**src/rtl/spi_clkgen_pkg.sv**
```systemverilog
package spi_clkgen_pkg;

   // Which serial clock edge comes next within the current bit
   typedef enum logic {
      EDGE_LEADING  = 1'b0,
      EDGE_TRAILING = 1'b1
   } edge_kind_e;

   // Strobes handed to the shift engine
   typedef struct packed {
      logic launch;
      logic capture;
   } strobe_t;

endpackage

```
**src/rtl/spi_clkgen_prescale.sv**
```systemverilog
// First divider stage: one tick every half-prescale cycles while running.
module spi_clkgen_prescale #(
   parameter int HW = 7
) (
   input  logic          clk,
   input  logic          rst_n,
   input  logic          run,
   input  logic [HW-1:0] half_ps,
   output logic          tick
);

   generate
      if (HW == 1) begin : g_direct
         // Half-count is always 1: a tick on every running cycle
         logic unused_half;
         assign unused_half = ^half_ps;
         assign tick = run;
      end else begin : g_count
         logic [HW-1:0] cnt_q;
         logic [HW-1:0] half_eff;
         logic [HW-1:0] lim;

         assign half_eff = (half_ps == '0) ? HW'(1) : half_ps;
         assign lim      = half_eff - HW'(1);
         assign tick     = run & (cnt_q >= lim);

         always_ff @(posedge clk or negedge rst_n) begin
            if (!rst_n) begin
               cnt_q <= '0;
            end else if (!run || tick) begin
               cnt_q <= '0;
            end else begin
               cnt_q <= cnt_q + HW'(1);
            end
         end
      end
   endgenerate

endmodule

```
**src/rtl/spi_clkgen_rate.sv**
```systemverilog
// Second divider stage: wraps after rate+1 prescaler ticks.
module spi_clkgen_rate #(
   parameter int RATE_W = 8
) (
   input  logic              clk,
   input  logic              rst_n,
   input  logic              run,
   input  logic              tick,
   input  logic [RATE_W-1:0] rate,
   output logic              wrap
);

   logic [RATE_W-1:0] cnt_q;

   assign wrap = tick & (cnt_q >= rate);

   always_ff @(posedge clk or negedge rst_n) begin
      if (!rst_n) begin
         cnt_q <= '0;
      end else if (!run) begin
         cnt_q <= '0;
      end else if (tick) begin
         cnt_q <= wrap ? '0 : cnt_q + RATE_W'(1);
      end
   end

endmodule

```
**src/rtl/spi_clkgen_edge.sv**
```systemverilog
// Edge tracker: alternates leading/trailing edges and issues the strobes.
module spi_clkgen_edge
   import spi_clkgen_pkg::*;
(
   input  logic       clk,
   input  logic       rst_n,
   input  logic       run,
   input  logic       toggle,
   input  logic       cpha,
   output edge_kind_e next_edge,
   output strobe_t    strobe
);

   edge_kind_e edge_q;
   logic       on_trailing;
   logic       cap_now;

   assign on_trailing = (edge_q == EDGE_TRAILING);
   // phase 0 samples on leading edges, phase 1 on trailing edges
   assign cap_now     = (on_trailing == cpha);
   assign next_edge   = edge_q;

   always_ff @(posedge clk or negedge rst_n) begin
      if (!rst_n) begin
         edge_q <= EDGE_LEADING;
         strobe <= '0;
      end else if (!run) begin
         edge_q <= EDGE_LEADING;
         strobe <= '0;
      end else begin
         strobe.capture <= toggle & cap_now;
         strobe.launch  <= toggle & ~cap_now;
         if (toggle) begin
            edge_q <= on_trailing ? EDGE_LEADING : EDGE_TRAILING;
         end
      end
   end

endmodule

```
**src/rtl/spi_sclk_gen.sv**
```systemverilog
module spi_sclk_gen
   import spi_clkgen_pkg::*;
#(
   parameter int PRE_W  = 8,
   parameter int RATE_W = 8
) (
   input  logic              clk,
   input  logic              rst_n,
   input  logic              enable,
   input  logic [PRE_W-1:0]  prescale,
   input  logic [RATE_W-1:0] rate,
   input  logic              cpol,
   input  logic              cpha,
   output logic              sclk,
   output logic              launch,
   output logic              capture
);

   localparam int HW = PRE_W - 1;

   generate
      if (PRE_W < 2) begin : g_bad_pre_w
         $error("spi_sclk_gen: PRE_W must be at least 2");
      end
      if (RATE_W < 1) begin : g_bad_rate_w
         $error("spi_sclk_gen: RATE_W must be at least 1");
      end
   endgenerate

   logic       unused_ps_lsb;
   logic       pre_tick;
   logic       rate_wrap;
   edge_kind_e next_edge;
   strobe_t    strobe;

   // the prescale is even by definition: its low bit carries no weight
   assign unused_ps_lsb = prescale[0];

   spi_clkgen_prescale #(.HW(HW)) u_pre (
      .clk     (clk),
      .rst_n   (rst_n),
      .run     (enable),
      .half_ps (prescale[PRE_W-1:1]),
      .tick    (pre_tick)
   );

   spi_clkgen_rate #(.RATE_W(RATE_W)) u_rate (
      .clk   (clk),
      .rst_n (rst_n),
      .run   (enable),
      .tick  (pre_tick),
      .rate  (rate),
      .wrap  (rate_wrap)
   );

   spi_clkgen_edge u_edge (
      .clk       (clk),
      .rst_n     (rst_n),
      .run       (enable),
      .toggle    (rate_wrap),
      .cpha      (cpha),
      .next_edge (next_edge),
      .strobe    (strobe)
   );

   // after a leading edge the pin sits away from idle until the trailing one
   assign sclk    = cpol ^ (enable & (next_edge == EDGE_TRAILING));
   assign launch  = enable & strobe.launch;
   assign capture = enable & strobe.capture;

endmodule

```
**config.mk**
```make
export PLATFORM = sky130hd
export DESIGN_NAME = spi_sclk_gen
export DESIGN_NICKNAME = d
export VERILOG_FILES = /design/src/rtl/spi_clkgen_pkg.sv /design/src/rtl/spi_clkgen_prescale.sv /design/src/rtl/spi_clkgen_rate.sv /design/src/rtl/spi_clkgen_edge.sv /design/src/rtl/spi_sclk_gen.sv
export SDC_FILE = /design/constraint.sdc
export NUM_CORES = 1
export LEC_CHECK = 0
export ABC_CLOCK_PERIOD_IN_PS = 3000
export BUFFER_PORTS_ARGS = -buffer_cell sky130_fd_sc_hd__buf_2
export CAP_MARGIN = 10
export CORE_MARGIN = 5
export CORE_UTILIZATION = 55
export DETAILED_ROUTE_END_ITERATION = 12
export HOLD_SLACK_MARGIN = 0.05
export PLACE_DENSITY_LB_ADDON = 0.2
export SYNTH_ARGS = -nofsm -noshare
export SYNTH_HDL_FRONTEND = slang
export SYNTH_SLANG_ARGS = --single-unit
export TNS_END_PERCENT = 5
```
**constraint.sdc**
```tcl
create_clock -name clk -period 3 [get_ports clk]
set_input_delay 0.6 -clock clk [delete_from_list [all_inputs] [get_ports clk]]
set_output_delay 0.6 -clock clk [all_outputs]
set_load 0.03 [all_outputs]
```
==> impl_metrics.ini <==
[status]
status = complete, no violations

[routing]
firstDrtPassIters = 4
vias_per_cell = 5.61
wirelength_um = 2910
vias = 1156
wl_per_cell_um = 14.1
ant_nets = 0
drt_iter0_drc = 29
drcViolationCount = 0

[clock_network]
cts_tree = built
root_buffer = clkbuf_4
cts_buffer_depth = 2
numCtsBuffers = 3
cts.sinks = 18
clkLatencyLatePin_ns = 0.30
postCtsSetupBuffers = 0
clk_pin_slew_ns = 0.11
ctsHoldBuffers = 0
htreeDepth = 1

[critical_path]
cpMostUsedCell = a21oi_1
max_stage_delay_ns = 0.51
cp_max_fo = 11
critPathSlowestCell = or4_1
cp-end-kind = flip-flop
arrival_ns = 3.09
startpoint = prescale[2]
crit_chain = buf_2, nor4_2, a21oi_1, ha_1, nand2_1, nor3_1, xnor2_1, ha_1, o2111a_1, a21oi_1, buf_4, or4_1, a21oi_1
cp-start-kind = input pin
critPathKind = in2reg
worstPathRequired_ns = 3.23
rr_startpoint = u_rate.cnt_q[0]$_DFFE_PN0N_

[cells_and_area]
design_area_sq_mm = 0.00162
drive_above_1_share = 0.270
areaGrowthSynthToFinish_pct = 23.4
nNetsFinal = 218
antenna_cells = 0
final_cell_mix = buf_2, ha_1, dfrtp_1
layout_commonest_cell = buf_2

[power]
switching_share = 0.273
p_sw_mw = 0.138
power.share.clock = 0.308
power_density_mw_per_mm2 = 312
power_leakage_nw = 0.807
irDropWorstVdd_mv = 0.267
intPower_mw = 0.367
combPwrFrac = 0.191
seqPwrFrac = 0.501
total_power_mw = 0.505

[placement]
placed_area_sq_mm = 0.00157
pre_cts_ws_ns = -0.235
dp_hpwl_um = 2310
port_buffers = 22
place.gp.congestion = 0.762

[sta]
post-route-period-util = 0.953
report.final.slew_viol_count = 0
post-route-min-period_ns = 2.86
slew_headroom = 0.732
hold_violations = 0
tightestPinTransition_ns = 0.402
max_freq_mhz = 350
rsz0062_at_grt = true
holdWs_ns = 0.203
fin_worst_skew_ns = 0.00313
setup_slack_ns = 0.141
setup_violations = 0

[global_routing]
grt_pass1_vias = 1213
grt_pass1_wl_um = 4970
overflow = 0
grt_max_degree = 19
antenna_found_initial = 0
grt_usage = 0.190

[synth]
synthTopCellsByArea = dfrtp_1, ha_1, xnor2_1, a21oi_1, a221oi_4
syn_nets = 176
synth_largest_area_cell = dfrtp_1
ys_seq_area_frac = 0.344
synth_area_sq_mm = 0.00131
ys_types = 33
yosys_warnings = 0
synth_top_area_frac = 0.344
syn_area_per_cell_sq_um = 9.56
ys_seq_elements = 18
syn_inst = 137

[die]
core-area_sq_mm = 0.00223
start_util = 0.587
die_area_sq_mm = 0.00346
ios = 24
fp-row-count = 17
die_w_um = 58.8
die-height_um = 58.8

[worst_hold_path]
hold_class = in2async

[run]
drv_cap = 0
flip-flops by register name (all words and copies together), names as in the netlist:
signal               flops
u_rate.cnt_q             8
u_edge.next_edge         1
u_pre.g_count.cnt_q      7
u_edge.strobe            2
synthesized netlist by cell type:
library cell and instances:
a221oi_4 2, o21ai_1 3, inv_1 11, buf_2 1
a21o_1 2, o2111a_1 2, nor2_1 9, nor4b_1 1
dfrtp_1 18, nor3b_1 2, xor2_1 3, xnor2_1 9
a21oi_1 11, and2_1 5, or3_1 5, nand3b_1 1
a211o_1 1, o31ai_1 2, nor3_1 1, o21ai_0 5
or4_1 2, a211oi_1 1, inv_2 1, nand2_1 9
nand4_1 2, nand3_1 3, nor2b_1 1, nor4_1 2
o211ai_1 1, ha_1 18, a211oi_2 1, and3_1 1
or3b_1 1
logic make-up (layout without fill, tap and decap cells):
logic type,after synthesis,after routing,synth area share
xor+xnor,12,12,0.0802
flops,18,18,0.344
compound gates,31,31,0.181
simple gates,45,45,0.185
fa+ha+maj,18,18,0.172
buf+inv,13,54,0.0382
final timing paths:
| kind | end | slack, ns | cells past startpoint |
|---|---|---|---|
| min reg2reg | u_pre.g_count.cnt_q[0]$_DFF_PN0_ | 0.50 | 1 |
| max | u_rate.cnt_q[7]$_DFFE_PN0N_ | 0.14 | 13 |
| min in group clk | u_pre.g_count.cnt_q[0]$_DFF_PN0_ | 0.50 | 1 |
| min | u_rate.cnt_q[4]$_DFFE_PN0N_ | 0.20 | 1 |
| max in group asynchronous | u_pre.g_count.cnt_q[4]$_DFF_PN0_ | 2.51 | 1 |
| max reg2reg | u_rate.cnt_q[0]$_DFFE_PN0N_ | 0.80 | 7 |
power groups by stage:
stage          clock network (mW)  logic, mW  registers [mW]
5_1_grt                     0.171      0.109           0.254
4_1_cts                     0.158     0.0965           0.253
6_report                    0.156     0.0964           0.253
3_5_place_dp                    0     0.0957           0.257
3_3_place_gp                    0     0.0909           0.257
2_1_floorplan                   0     0.0512           0.255
worst max-delay path, delay by kind of cell:
kind / cells / cell delay, ns
AOI/OAI and AO/OA: 4 / 0.58
xor gates and xnor gates: 1 / 0.12
buffers and inverters: 2 / 0.29
adders and majority gates: 2 / 0.55
and+or+nand+nor: 4 / 0.95
metrics by stage:
stage | cells | setup TNS, ns | utilization
after floorplan | 137 | 0 | -
after global placement | 202 | -0.927 | 0.703
after detailed placement | 202 | -1.52 | 0.703
after CTS | 206 | 0 | 0.719
after global routing | 206 | -0.0114 | 0.724
final | 206 | 0 | 0.724
routing by layer:
metal,routed length (um),vias up,track usage
li1,-,575,-
met1,1260,543,0.225
met2,1440,31,0.330
met3,133,7,0.0417
met4,70,0,0.0809
met5,0,-,0
cell type report:
class / instances / area, sq um
flip-flops and latches: 18 / 450
multi-input cells: 106 / 820
repair buffers: 38 / 230
fillers: 191 / 617
clock buffers: 4 / 36.3
inverters: 12 / 45.0
well taps: 28 / 35.0
what timing repair did:
action                                 CTS  global route
resized for setup                        0             2
setup endpoints to repair                0            15
endpoints found under the hold margin    0             0
(Power assumes the default switching activity.)
